[config.mk]
export PLATFORM = sky130hd
export DESIGN_NAME = reset_hub
export DESIGN_NICKNAME = d
export VERILOG_FILES = /design/src/rtl/rh_pkg.sv /design/src/rtl/rh_pin_sync.sv /design/src/rtl/rh_stretch.sv /design/src/rtl/rh_recorder.sv /design/src/rtl/reset_hub.sv
export SDC_FILE = /design/constraint.sdc
export NUM_CORES = 1
export LEC_CHECK = 0
export CORE_MARGIN = 2
export CORE_UTILIZATION = 39
export CTS_BUF_LIST = sky130_fd_sc_hd__clkbuf_4
export DETAILED_ROUTE_END_ITERATION = 10
export DONT_BUFFER_PORTS = 1
export SLEW_MARGIN = 20
export SYNTH_ARGS = -nofsm -noshare
export SYNTH_HDL_FRONTEND = slang
export SYNTH_HIERARCHICAL = 1
export SYNTH_SLANG_ARGS = --single-unit
[constraint.sdc]
create_clock -name clk -period 2.9 [get_ports clk]
set_clock_uncertainty 0.1 [all_clocks]
set_input_delay 0.87 -clock clk [delete_from_list [all_inputs] [get_ports clk]]
set_output_delay 0.87 -clock clk [all_outputs]
set_load 0.02 [all_outputs]
[src/rtl/rh_pkg.sv]
package rh_pkg;
    localparam int FLAG_W       = 8;
    localparam int BIT_PIN      = 0;
    localparam int BIT_POR      = 1;
    localparam int BIT_MCD      = 2;
    localparam int BIT_WDT      = 3;
    localparam int BIT_CMP      = 5;
    localparam int CTRL_MCD_BIT = 7;

    typedef enum logic [2:0] {
        SRC_POR = 3'd0,
        SRC_PIN = 3'd1,
        SRC_MCD = 3'd2,
        SRC_CMP = 3'd3,
        SRC_WDT = 3'd4
    } src_e;

    typedef enum logic {
        REG_SRC = 1'b0,
        REG_CLK = 1'b1
    } reg_sel_e;

    typedef struct packed {
        logic por;
        logic pin;
        logic mcd;
        logic cmp;
        logic wdt;
    } cause_t;

    function automatic logic any_cause(cause_t c);
        return c.por | c.pin | c.mcd | c.cmp | c.wdt;
    endfunction

    // Priority among causes sampled in the same cycle
    function automatic src_e pick_src(cause_t c, src_e prev);
        if (c.por)      return SRC_POR;
        else if (c.pin) return SRC_PIN;
        else if (c.mcd) return SRC_MCD;
        else if (c.cmp) return SRC_CMP;
        else if (c.wdt) return SRC_WDT;
        else            return prev;
    endfunction

    function automatic logic [FLAG_W-1:0] src_flag(src_e s);
        logic [FLAG_W-1:0] f;
        f = '0;
        case (s)
            SRC_POR: f[BIT_POR] = 1'b1;
            SRC_PIN: f[BIT_PIN] = 1'b1;
            SRC_MCD: f[BIT_MCD] = 1'b1;
            SRC_CMP: f[BIT_CMP] = 1'b1;
            SRC_WDT: f[BIT_WDT] = 1'b1;
            default: f = '0;
        endcase
        return f;
    endfunction
endpackage

[src/rtl/rh_pin_sync.sv]
module rh_pin_sync #(
    parameter int STAGES = 2
) (
    input  logic clk,
    input  logic rst,
    input  logic pin_n,
    output logic pin_n_sync
);
    logic [STAGES-1:0] chain_q;

    generate
        for (genvar i = 0; i < STAGES; i++) begin : g_stage
            if (i == 0) begin : g_first
                always_ff @(posedge clk) begin
                    if (rst) chain_q[0] <= 1'b1;
                    else     chain_q[0] <= pin_n;
                end
            end else begin : g_next
                always_ff @(posedge clk) begin
                    if (rst) chain_q[i] <= 1'b1;
                    else     chain_q[i] <= chain_q[i-1];
                end
            end
        end
    endgenerate

    assign pin_n_sync = chain_q[STAGES-1];
endmodule

[src/rtl/rh_stretch.sv]
module rh_stretch #(
    parameter int HOLD = 12
) (
    input  logic clk,
    input  logic rst,
    input  logic any_i,
    output logic rst_o,
    output logic exit_o
);
    localparam int CW = $clog2(HOLD + 1);
    localparam logic [CW-1:0] HOLD_V = CW'(HOLD);

    logic [CW-1:0] cnt_q;
    logic          rst_q;

    always_ff @(posedge clk) begin
        if (rst || any_i) begin
            cnt_q <= HOLD_V;
            rst_q <= 1'b1;
        end else begin
            rst_q <= (cnt_q != '0);
            if (cnt_q != '0) cnt_q <= cnt_q - 1'b1;
        end
    end

    assign rst_o  = rst_q;
    assign exit_o = rst_q && !any_i && (cnt_q == '0);


    cause_sets_rst_chk: assert property (@(posedge clk) disable iff (rst)
        any_i |=> rst_o);


    tail_holds_rst_chk: assert property (@(posedge clk) disable iff (rst)
        (rst_o && cnt_q != '0) |=> rst_o);
endmodule

[src/rtl/rh_recorder.sv]
module rh_recorder
    import rh_pkg::*;
(
    input  logic              clk,
    input  logic              rst,
    input  cause_t            cause_i,
    input  logic              any_i,
    input  logic              in_rst_i,
    input  logic              exit_i,
    input  logic              wr_i,
    input  logic              sel_i,
    input  logic [FLAG_W-1:0] wdata_i,
    output logic [FLAG_W-1:0] flags_o,
    output logic              cmp_en_o,
    output logic              mcd_en_o
);
    logic [FLAG_W-1:0] flags_q;
    src_e              last_q;
    logic              mcd_en_q;
    logic              wr_ok;

    assign wr_ok = wr_i && !in_rst_i && !any_i;

    always_ff @(posedge clk) begin
        if (rst) begin
            flags_q  <= '0;
            last_q   <= SRC_POR;
            mcd_en_q <= 1'b0;
        end else begin
            if (any_i) begin
                last_q   <= pick_src(cause_i, last_q);
                mcd_en_q <= 1'b0;
            end
            if (exit_i) begin
                flags_q <= src_flag(last_q);
            end else if (wr_ok) begin
                if (reg_sel_e'(sel_i) == REG_SRC) flags_q[BIT_CMP] <= wdata_i[BIT_CMP];
                else                              mcd_en_q <= wdata_i[CTRL_MCD_BIT];
            end
        end
    end

    assign flags_o  = flags_q;
    assign cmp_en_o = flags_q[BIT_CMP];
    assign mcd_en_o = mcd_en_q;


    flags_frozen_chk: assert property (@(posedge clk) disable iff (rst)
        (in_rst_i && $past(in_rst_i)) |-> $stable(flags_o));


    exit_onehot_chk: assert property (@(posedge clk) disable iff (rst)
        $fell(in_rst_i) |-> $onehot(flags_o));
endmodule

[src/rtl/reset_hub.sv]
module reset_hub
    import rh_pkg::*;
#(
    parameter int HOLD_CYCLES = 12,
    parameter int SYNC_STAGES = 2
) (
    input  logic              clk,
    input  logic              rst,
    input  logic              ext_rst_n,
    input  logic              cmp_below,
    input  logic              mcd_timeout,
    input  logic              wdt_ovf,
    input  logic              reg_wr,
    input  logic              reg_addr,
    input  logic [FLAG_W-1:0] reg_wdata,
    output logic              sys_rst,
    output logic [FLAG_W-1:0] src_flags
);
    logic   pin_n_s;
    logic   cmp_en;
    logic   mcd_en;
    logic   any;
    logic   exit_now;
    cause_t cause;

    rh_pin_sync #(.STAGES(SYNC_STAGES)) u_sync (
        .clk        (clk),
        .rst        (rst),
        .pin_n      (ext_rst_n),
        .pin_n_sync (pin_n_s)
    );

    always_comb begin
        cause.por = rst;
        cause.pin = !pin_n_s;
        cause.mcd = mcd_en && mcd_timeout;
        cause.cmp = cmp_en && cmp_below;
        cause.wdt = wdt_ovf;
        any       = any_cause(cause);
    end

    rh_stretch #(.HOLD(HOLD_CYCLES)) u_stretch (
        .clk    (clk),
        .rst    (rst),
        .any_i  (any),
        .rst_o  (sys_rst),
        .exit_o (exit_now)
    );

    rh_recorder u_rec (
        .clk      (clk),
        .rst      (rst),
        .cause_i  (cause),
        .any_i    (any),
        .in_rst_i (sys_rst),
        .exit_i   (exit_now),
        .wr_i     (reg_wr),
        .sel_i    (reg_addr),
        .wdata_i  (reg_wdata),
        .flags_o  (src_flags),
        .cmp_en_o (cmp_en),
        .mcd_en_o (mcd_en)
    );


    pin_low_resets_chk: assert property (@(posedge clk) disable iff (rst)
        !pin_n_s |=> sys_rst);
endmodule

## Yosys cells after proc, flatten, opt, wreduce, memory -nomap -nowiden

Cells that the tools add are included.
Widths: inputs -> output; s select.

| word-level totals | value |
|---|---|
| flip-flop bits (word level) | 16 |
| bits in latches | 0 |
| memory bits (writable) | 0 |
| memory bits (read-only) | 0 |
| input port bits | 16 |
| output and inout bits | 9 |
| word-level logic and storage cells | 51 |
| memories | 0 |

| operators by class | value |
|---|---|
| add/sub/neg operators | 1 |
| $mul | 0 |
| divide/modulo/power cells | 0 |
| order comparisons | 0 |
| eq/ne operators | 6 |
| shift operators | 0 |
| muxes and demuxes | 16 |
| bitwise operators | 4 |
| reductions and logical operators | 16 |

Operators by type and width:

| operator | number |
|---|---|
| $mux 1 | 12 |
| $mux 3 | 4 |
| $eq 3x2->1 const B | 2 |
| $logic_and 1x1->1 | 6 |
| $logic_not 4->1 | 1 |
| $ne 4x4->1 const B | 1 |
| $or 1x1->1 | 4 |
| $reduce_and 2->1 | 2 |
| $reduce_bool 4->1 | 1 |
| $sub 4x1->4 const B | 1 |
| $eq 3x1->1 const B | 1 |
| $eq 3x3->1 const B | 1 |
| $logic_not 1->1 | 3 |
| $logic_not 3->1 | 1 |
| $ne 2x1->1 const B | 1 |
| $reduce_bool 2->1 | 1 |
| $logic_or 1x1->1 | 1 |

## Logic depth before layout (Yosys ltp)

| depth | value |
|---|---|
| depth in word-level cells | 10 |
| gate-level depth with buffers | 8 |
| gate-level depth less buffers | 7 |

## Modules after synthesis

Netlist, hierarchy kept.

By module, submodules not included:

| module | times used | cells an instance | area an instance (µm²) | sequential area each (µm²) |
|---|---|---|---|---|
| rh_recorder | 1 | 52 | 466.7 | 180.2 |
| rh_stretch | 1 | 24 | 239.0 | 100.1 |
| rh_pin_sync | 1 | 4 | 52.6 | 40.0 |
| reset_hub | 1 | 5 | 36.3 | 0.0 |

## Worst setup path before layout

Ideal clock, no wire load.

| timing | value |
|---|---|
| path kind | input-to-reg |
| from | input cmp_below |
| to | register u_rec.flags_q[5], in the netlist u_rec/flags_o[5] |
| library setup time | 87 ps |
| arrival time | 2348 ps |
| data required time | 2713 ps |
| setup slack | 365 ps |
| stages on the path | 7 |
| buffers on the path | 1 |
| cell sequence | and2_4 -> or4b_4 -> nor3b_1 -> buf_2 -> nand2_1 -> or3_1 -> o31ai_1 |

| between the ends | value |
|---|---|
| cells in the longest elaborated chain, start to end | 8 |
| elaborated cells between the ends (all ways) | 11 |
| classes of those cells | 1 x eq/ne; 1 x mux; 2 x bitwise; 7 x reduce/logical |

RTL lines:

| element | line | RTL |
|---|---|---|
| start: declaration | reset_hub.sv:10 | `input logic cmp_below,` |
| $logic_and 1x1->1 * | reset_hub.sv:37 | `cause.cmp = cmp_en && cmp_below;` |
| $or 1x1->1 * (2 in a row) | rh_pkg.sv:32 | `return c.por \| c.pin \| c.mcd \| c.cmp \| c.wdt;` |
| net any | reset_hub.sv:22 | `logic any;` |
| $logic_not 1->1 * | rh_stretch.sv:27 | `assign exit_o = rst_q && !any_i && (cnt_q == '0);` |
| $logic_and 1x1->1 * (2 in a row) | rh_stretch.sv:27 |  |
| net exit_now | reset_hub.sv:23 | `logic exit_now;` |
| $ne 2x1->1 (no source line) or $reduce_bool 2->1 (tied branches) | n/a |  |
| $reduce_and 2->1 (no source line) | n/a |  |
| end signal: assignment | rh_recorder.sv:35 | `flags_q <= src_flag(last_q);` |
| end signal: indexed assignment | rh_recorder.sv:37 | `if (reg_sel_e'(sel_i) == REG_SRC) flags_q[BIT_CMP] <= wdata_i[BIT_CMP];` |
| end: declaration | rh_recorder.sv:17 | `logic [FLAG_W-1:0] flags_q;` |

The timed path passes the listed nets; every way through them passes the cells marked *.
A chain may end at the register's enable or synchronous reset.

## Worst setup path after layout

Same ends and word-level chain as after synthesis.

==> flow_metrics.env <==
export IMPL_total_power_uw=366.7
export IMPL_cts_buffers=3
export IMPL_topRoutingLayerUsed="met4"
export IMPL_drive_gt1_frac=0.1529
export IMPL_num_rows=16
export IMPL_fp_dieArea_um2=2414
export IMPL_fillCellCount=203
export IMPL_diodes=0
export IMPL_ios=25
export IMPL_endpoint_kind="flip-flop"
export IMPL_cts_htree_levels=1
export IMPL_hold_start="u_sync/chain_q[0]$_SDFF_PP1_"
export IMPL_core_region_area_um2=1942
export IMPL_vias=582
export IMPL_drtIter0Drc=8
export IMPL_rrSetupSlack_ps=690
export IMPL_crit_required_ps=3000
export IMPL_hold_class="flip-flop to flip-flop"
export IMPL_met1_length_um=713
export IMPL_setup_violations=0
export IMPL_hold_violations=0
export IMPL_ys_seq_area_frac=0.4031
export IMPL_drv_slew=0
export IMPL_rsz0062_at_grt="false"
export IMPL_drv_cap=0
export IMPL_synth_edf_count=0
export IMPL_hold_buffers=0
export IMPL_cts_tree="built"
export IMPL_ys_top_cells_by_area="dfxtp_1 (40%), mux2i_1 (5.0%), buf_4 (3.8%)"
export IMPL_synth_distinct_cells=38
export IMPL_cellLeakagePower_nw=0.2770
export IMPL_clockRootBuffer="clkbuf_4"
export IMPL_cts_resized_gates=0
export IMPL_fin_hold_ws_ps=318.5
export IMPL_dp_hpwl_um=997.9
export IMPL_p_seq_frac=0.622
export IMPL_grt_pass1_wl_mm=2.359
export IMPL_placedInstanceArea_um2=807.0
export IMPL_setup_tns_final_ps=0
export IMPL_post_route_period_util=0.8068
export IMPL_yosysTopAreaCell="dfxtp_1"
export IMPL_die_height_um=49.14
export IMPL_reg2reg_from="u_rec/flags_o[5]$_SDFFE_PP0P_"
export IMPL_hold_depth=1
export IMPL_cp_max_fo=4
export IMPL_clockBufferDepth=2
export IMPL_drc=0
export IMPL_seq_area_um2=320.3
export IMPL_rr_endpoint="u_rec/flags_o[5]$_SDFFE_PP0P_"
export IMPL_cts_sinks=16
export IMPL_grtUsageTotal=0.1289
export IMPL_nets=104
export IMPL_overflow=0
export IMPL_pwr_density_cell_nw_per_um2=442.1
export IMPL_crit_type="input pin to flip-flop"
export IMPL_syn_to_final_growth_pct=4.409
export IMPL_antenna_found_initial=0
export IMPL_multiInputGateArea_um2=422.9
export IMPL_clock_power_share=0.307
export IMPL_wire_per_inst_um=12.18
export IMPL_ys_flop_type="dfxtp_1"
export IMPL_syn_instance_count=85
export IMPL_final_antenna_net_count=0
export IMPL_status="finished, final reports clean"
export IMPL_power_switching_uw=81.83
export IMPL_dr_wl_met3_um=73
export IMPL_fmax_mhz=427.4
export IMPL_setup_ws_ps=560.2
export IMPL_cp_arrival_ps=2440
export IMPL_utilization=0.4272
export IMPL_worstSetupStartpointType="input pin"
export IMPL_final_area_um2=829.5
export IMPL_gp_congestion=0.6989
export IMPL_viasPerCell=5.196
export IMPL_place_inst=109
export IMPL_synth_avg_cell_area_um2=9.347
export IMPL_final_cells=112
export IMPL_synth_seq_cells=16
export IMPL_post_cts_buffers=0
export IMPL_async_flop_share=0
export IMPL_insertion_delay_ps=280
export IMPL_holdPathEnd="u_sync/pin_n_sync$_SDFF_PP1_"
export IMPL_synth_top_area_frac=0.4031
export IMPL_die_x_um=49.14
export IMPL_power_frac_comb=0.071
export IMPL_grt_pass1_vias=541
export IMPL_place_ws_ps=288.3
export IMPL_portBuffers=0
export IMPL_r2r_cells=6
export IMPL_ir_worst_vdd_uv=233.0
export IMPL_swShare=0.2231
export IMPL_dr_pass1_iters=4
export IMPL_yosys_warnings=6
export IMPL_post_route_min_period_ps=2340
export IMPL_wl_mm=1.364
export IMPL_start_util=0.4091
export IMPL_wl_met2_um=562
export IMPL_synth_area_um2=794.5
export IMPL_internal_power_uw=284.9
export IMPL_clk_pin_slew_ps=90
export IMPL_grt_max_degree=22
## cells by family (layout without fill, tap and decap cells)
family	Yosys count	count (layout)	share of synthesized area
fa+ha+maj	1	1	0.01575
compound gates	14	14	0.1275
mux	5	5	0.06457
simple gates	37	37	0.3102
other cells	1	3	0.004720
buf+inv	11	9	0.07401
flops	16	16	0.4032
## cell usage after synthesis (all sizes together), types with 2 or more instances
cell type and n:
nor3b 4, nor3 3, nand2b 2, nor2 7
o31ai 3, nand3 2, o21ai 2, or4 2
inv 4, mux2i 4, dfxtp 16, a21oi 3
and2 2, nor4b 2, buf 6, or2 2
nand2 3, or3 2, o211ai 2
## placed cells by master, fill, tap and decap left out, drive strengths merged, types with 2 or more instances in the layout
master,n
dfxtp,16
nor2,7
inv,4
mux2i,4
nor3b,4
clkbuf,3
nor3,3
o31ai,3
nand2,3
a21oi,3
conb,3
buf,2
or3,2
nand2b,2
nand3,2
o211ai,2
or2,2
and2,2
o21ai,2
nor4b,2
or4,2
## final cells by class
class	count	share of cell area
flip-flops and latches	16	0.3861
well taps	27	0.04072
repair buffers	2	0.01810
clock buffers	3	0.02715
inverters	4	0.01810
multi-input cells	60	0.5098
## power groups by stage
stage	combinational (mW)	clock [mW]	sequential [mW]
floorplan	0.0280	0	0.232
global placement	0.0258	0	0.233
detailed placement	0.0263	0	0.233
CTS	0.0263	0.118	0.228
global route	0.0303	0.130	0.229
finish	0.0262	0.113	0.228
## worst max-delay path, stage by stage
cell and delay [ps]:
and2_4 130, or4b_4 510, nor3b_1 390, nand2_1 120
or3_1 360, o31ai_1 60
## state kept, by name (all words and copies together), names as in the netlist
name,flops
u_stretch/rst_o,1
u_sync/chain_q,1
u_sync/pin_n_sync,1
u_rec/last_q,3
u_rec/mcd_en_o,1
u_rec/flags_o,5
u_stretch/cnt_q,4
## metal layers
layer  global-route usage  vias up
li1                     -      301
met1               0.1693      266
met4              0.07143        0
met2               0.1869       13
met3              0.03988        2
met5                    0        -
## how the worst max path moves through the flow
stage           startpoint                       endpoint  slack, ps  cells past startpoint
3_3_place_gp     cmp_below  u_rec/flags_o[5]$_SDFFE_PP0P_        280                      6
2_1_floorplan    cmp_below  u_rec/flags_o[5]$_SDFFE_PP0P_        360                      7
5_1_grt        mcd_timeout  u_rec/flags_o[5]$_SDFFE_PP0P_        520                      6
3_5_place_dp     cmp_below  u_rec/flags_o[5]$_SDFFE_PP0P_        290                      6
6_report         cmp_below  u_rec/flags_o[5]$_SDFFE_PP0P_        560                      6
4_1_cts          cmp_below  u_rec/flags_o[5]$_SDFFE_PP0P_        570                      6
Note: power is estimated with default switching activity, not from simulation.
